$ cat config.mk
export PLATFORM = sky130hd
export DESIGN_NAME = rcl_logger
export DESIGN_NICKNAME = d
export VERILOG_FILES = /design/src/rtl/rcl_pkg.sv /design/src/rtl/rcl_wr_counter.sv /design/src/rtl/rcl_slot.sv /design/src/rtl/rcl_logger.sv
export SDC_FILE = /design/constraint.sdc
export NUM_CORES = 1
export LEC_CHECK = 0
export BUFFER_PORTS_ARGS = -buffer_cell sky130_fd_sc_hd__buf_4
export CELL_PAD_IN_SITES_DETAIL_PLACEMENT = 0
export CELL_PAD_IN_SITES_GLOBAL_PLACEMENT = 1
export CORE_MARGIN = 8
export CORE_UTILIZATION = 34
export CTS_BUF_LIST = sky130_fd_sc_hd__clkbuf_16
export DETAILED_ROUTE_END_ITERATION = 8
export HOLD_SLACK_MARGIN = 0.05
export PLACE_DENSITY = 0.83
export SLEW_MARGIN = 30
export SYNTH_ARGS = -nofsm -noshare
export SYNTH_HDL_FRONTEND = slang
export SYNTH_HIERARCHICAL = 1
export SYNTH_SLANG_ARGS = --single-unit
$ cat constraint.sdc
create_clock -name clk -period 2.2 [get_ports clk]
set_clock_uncertainty 0.2 [all_clocks]
set_input_delay 0.33 -clock clk [delete_from_list [all_inputs] [get_ports clk]]
set_output_delay 0.33 -clock clk [all_outputs]
set_load 0.02 [all_outputs]
$ cat src/rtl/rcl_pkg.sv
// Shared defaults for the register-change recovery logger.
// Assumes: nothing; holds only constants used as parameter defaults.
package rcl_pkg;
    localparam int DEF_REG_W   = 3;  // register number width
    localparam int DEF_DELTA_W = 5;  // signed step width
    localparam int DEF_SLOTS   = 2;  // entries per instruction
endpackage

$ cat src/rtl/rcl_wr_counter.sv
// Write counter: counts accepted entries from 0 up to NUM_SLOTS and
// saturates there. Assumes clear and advance are never high together
// (the parent gives clear priority).
module rcl_wr_counter #(
    parameter int NUM_SLOTS = 2,
    localparam int CW = $clog2(NUM_SLOTS + 1)
) (
    input  logic          clk,
    input  logic          rst_n,
    input  logic          clear,
    input  logic          advance,
    output logic [CW-1:0] cnt,
    output logic          full
);
    localparam logic [CW-1:0] LAST = CW'(NUM_SLOTS);

    // Step the count on each accepted entry, return to zero on clear.
    always_ff @(posedge clk) begin
        if (!rst_n || clear)
            cnt <= '0;
        else if (advance && !full)
            cnt <= cnt + 1'b1;
    end

    // Saturation flag: every slot is taken.
    always_comb full = (cnt == LAST);
endmodule

$ cat src/rtl/rcl_slot.sv
// One log entry register of W bits with a synchronous clear.
// Assumes the parent raises wr_en for at most one slot per cycle.
module rcl_slot #(
    parameter int W = 8
) (
    input  logic         clk,
    input  logic         rst_n,
    input  logic         clear,
    input  logic         wr_en,
    input  logic [W-1:0] din,
    output logic [W-1:0] q
);
    // Hold the entry; clear has priority over a write.
    always_ff @(posedge clk) begin
        if (!rst_n || clear)
            q <= '0;
        else if (wr_en)
            q <= din;
    end
endmodule

$ cat src/rtl/rcl_logger.sv
// Register-change recovery logger. Each accepted strobe is packed as
// {step, register} into the next free slot; slot 0 sits in the low bits.
// Assumes the freeze input already reflects the control register's error
// bits, and that instr_start is a single-cycle pulse per instruction.
module rcl_logger
    import rcl_pkg::*;
#(
    parameter int REG_W   = DEF_REG_W,
    parameter int DELTA_W = DEF_DELTA_W,
    parameter int SLOTS   = DEF_SLOTS,
    localparam int ENT_W  = REG_W + DELTA_W,
    localparam int LOG_W  = ENT_W * SLOTS,
    localparam int CW     = $clog2(SLOTS + 1)
) (
    input  logic               clk,
    input  logic               rst_n,
    input  logic               instr_start,
    input  logic               log_valid,
    input  logic [REG_W-1:0]   log_reg,
    input  logic [DELTA_W-1:0] log_delta,
    input  logic               freeze,
    output logic [LOG_W-1:0]   log_value
);
    logic          clr_log;
    logic          accept;
    logic          cnt_full;
    logic [CW-1:0] wr_cnt;
    logic [ENT_W-1:0] entry;

    // Decode control: freeze blocks everything, start beats a strobe.
    always_comb begin
        clr_log = instr_start && !freeze;
        accept  = log_valid && !freeze && !instr_start && !cnt_full;
        entry   = {log_delta, log_reg};
    end

    rcl_wr_counter #(.NUM_SLOTS(SLOTS)) u_cnt (
        .clk     (clk),
        .rst_n   (rst_n),
        .clear   (clr_log),
        .advance (accept),
        .cnt     (wr_cnt),
        .full    (cnt_full)
    );

    for (genvar i = 0; i < SLOTS; i++) begin : g_slot
        logic sel;
        // Select this slot when the counter points at it.
        always_comb sel = accept && (wr_cnt == CW'(i));

        rcl_slot #(.W(ENT_W)) u_slot (
            .clk   (clk),
            .rst_n (rst_n),
            .clear (clr_log),
            .wr_en (sel),
            .din   (entry),
            .q     (log_value[i*ENT_W +: ENT_W])
        );
    end
endmodule

==> results.json <==
{
  "synth_simple_gate_area_share_pct": 19.7,
  "postSynthCellCount": 69,
  "synth_adder_area_share_pct": 1.70,
  "crit_arrival_ns": 1.78,
  "cp_max_fo": 5,
  "critPathKind": "reg2reg",
  "finalNetCount": 116,
  "gr-total-overflow": 0,
  "cts_resized": 0,
  "fin_ws_ns": 0.335,
  "hold_buffers": 0,
  "drive_above_1_share_pct": 41.0,
  "synth_warnings": 6,
  "synthMuxAreaShare_pct": 21.8,
  "io_buffers": 28,
  "viasPerCell": 4.49,
  "worstPathRequired_ns": 2.12,
  "ir_drop_mv": 0.321,
  "worst_pin_slew_ns": 0.345,
  "timing.final.hold_violations": 0,
  "synth_top_family_by_area": "multiplexers",
  "place_ws_ns": 0.220,
  "synth.distinct_cells": 16,
  "grt_pass1_vias": 621,
  "fp.dieH_um": 62.5,
  "synthesis.nets": 83,
  "ios": 29,
  "cts_setup_buffers": 0,
  "first_pass_iters": 4,
  "htree_levels": 1,
  "clk_path_buf_depth": 2,
  "antenna_left": 0,
  "finalCriticalPeriod_ns": 1.87,
  "die-area_um2": 3910,
  "avgSynthCellArea_um2": 10.7,
  "endpoint_kind": "flip-flop",
  "fin_tns_setup_ns": 0,
  "fin_crit_sh_pct": 84.8,
  "synth_xor_area_share_pct": 1.19,
  "p_leak_nw": 0.438,
  "cts_made_buffers": 3,
  "start_util_pct": 34.6,
  "cap_violations": 0,
  "antenna_cells": 0,
  "cp-start-kind": "flip-flop",
  "wl_per_cell_um": 12.2,
  "dpl.hpwl_mm": 1.29,
  "num_vias": 575,
  "final-max-slew-violation-count": 0,
  "syn_to_final_growth_pct": 44.0,
  "setup_viol": 0,
  "crit_chain": "inv_1 > ha_1 > nor4b_2 > buf_4 > mux2i_1 > nor2_1",
  "ys_seq_area_share_pct": 49.0,
  "grt_pass1_wl_mm": 2.84,
  "die_w_um": 62.5,
  "rows": 17,
  "core_um2": 2130,
  "insertion_delay_ns": 0.24,
  "wirelength_mm": 1.56,
  "cts_sinks": 18,
  "antenna_found_initial": 0,
  "drt_first_iter_violations": 8,
  "netlist_area_um2": 736,
  "rsz0062_at_grt": "false",
  "crit_slowest_cell": "dfxtp_1",
  "power_density_nw_per_um2": 700,
  "dp_cells": 125,
  "relSlewSlack_pct": 77.0,
  "grt_max_degree": 10,
  "routabilityCongestion": 0.755,
  "fmax_ghz": 0.536,
  "worst_path_largest_cell_delay_ns": 0.40,
  "clk_pin_slew_ns": 0.05,
  "cts_tree": "yes",
  "synth-seq-cells": 18,
  "final_core_util_pct": 49.8,
  "synth-compound-area-share_pct": 1.70,
  "stdcell_count": 128,
  "root_buffer": "clkbuf_16",
  "hold_path.class": "in2reg",
  "drc": 0,
  "status": "complete, no violations",
  "track_usage_pct": 8.75
}
==> critical path: cells and delay by family, from the launching register on <==
kind | cells | cell delay [ns]
flip-flops | 1 | 0.40
AND/OR/NAND/NOR | 2 | 0.38
adder cells (fa/ha/maj) | 1 | 0.28
buffers and inverters | 2 | 0.27
multiplexers | 1 | 0.22
==> worst paths after layout <==
path | start | end | slack (ns) | cells after the start
worst max-delay path | u_cnt/cnt[0] | g_slot[1].u_slot/q[7] | 0.33 | 6
worst max register to register | u_cnt/cnt[0] | g_slot[1].u_slot/q[7] | 0.33 | 6
worst min-delay path | log_delta[0] | g_slot[1].u_slot/q[3] | 0.14 | 3
worst min register to register | g_slot[0].u_slot/q[4] | g_slot[0].u_slot/q[4] | 0.29 | 2
==> cell usage after synthesis, drive strengths merged <==
cell	count	share of area, %
a211oi	1	1.7
and2b	1	1.2
buf	2	3.1
clkbuf	2	1.4
dfxtp	18	49
ha	1	1.7
inv	1	0.51
mux2i	16	22
nand2b	3	2.6
nor2	19	10
nor2b	1	1.9
nor4	1	0.85
nor4b	1	2.0
or3b	1	1.2
xnor2	1	1.2
==> registers in the layout, summed over array words and instances, names as in the netlist <==
| signal | cells |
|---|---|
| g_slot.u_slot/q | 16 |
| u_cnt/cnt | 2 |
==> placed cells by master, fill, tap and decap left out <==
| cell | synthesis | final |
|---|---|---|
| a211oi_2 | 1 | 1 |
| and2b_2 | 1 | 1 |
| buf_4 | 0 | 32 |
| clkbuf_16 | 0 | 3 |
| dfxtp_1 | 18 | 18 |
| ha_1 | 1 | 1 |
| inv_1 | 1 | 1 |
| mux2i_1 | 16 | 16 |
| nand2b_1 | 3 | 3 |
| nor2_1 | 18 | 18 |
| nor2_2 | 1 | 1 |
| nor2b_4 | 1 | 1 |
| nor4_2 | 0 | 1 |
| nor4b_2 | 1 | 1 |
| or3b_1 | 1 | 1 |
| xnor2_1 | 1 | 1 |
==> cells by family (layout without fill, tap and decap cells) <==
| group | Yosys count | count (layout) |
|---|---|---|
| AND/OR/NAND/NOR | 27 | 27 |
| flip-flops | 18 | 18 |
| multiplexers | 16 | 16 |
| buffers and inverters | 5 | 36 |
| adder cells (fa/ha/maj) | 1 | 1 |
| AO/OA/AOI/OAI | 1 | 1 |
| XOR/XNOR | 1 | 1 |
==> where the power goes <==
group	internal (mW)	switching, mW
clock	0.238	0.100
combinational	0.0356	0.0316
sequential	0.333	0.00405
total	0.606	0.136
==> stage by stage <==
| stage | hold slack [ns] | instance area (µm²) | total power [mW] |
|---|---|---|---|
| 6_report | 0.137 | 1060 | 0.741 |
| 5_1_grt | 0.150 | 1060 | 0.779 |
| 4_1_cts | 0.136 | 1060 | 0.756 |
| 3_5_place_dp | 0.282 | 985 | 0.411 |
| 3_3_place_gp | 0.273 | 985 | 0.410 |
| 2_1_floorplan | 0.277 | 736 | 0.380 |
==> layout make-up <==
class                   count  area (µm²)
inverters                   1        3.75
flip-flops and latches     18         360
repair buffers             32         240
clock buffers               3        75.1
multi-input cells          46         345
well taps                  28        35.0
fillers                   207        1070
==> per-layer routing <==
layer  global-route usage [%]  wire length (µm)
met3                     3.23               123
met2                     12.9               679
met1                     10.2               732
met5                        0                 0
met4                     5.98                27
Note: power is estimated with default switching activity, not from simulation.
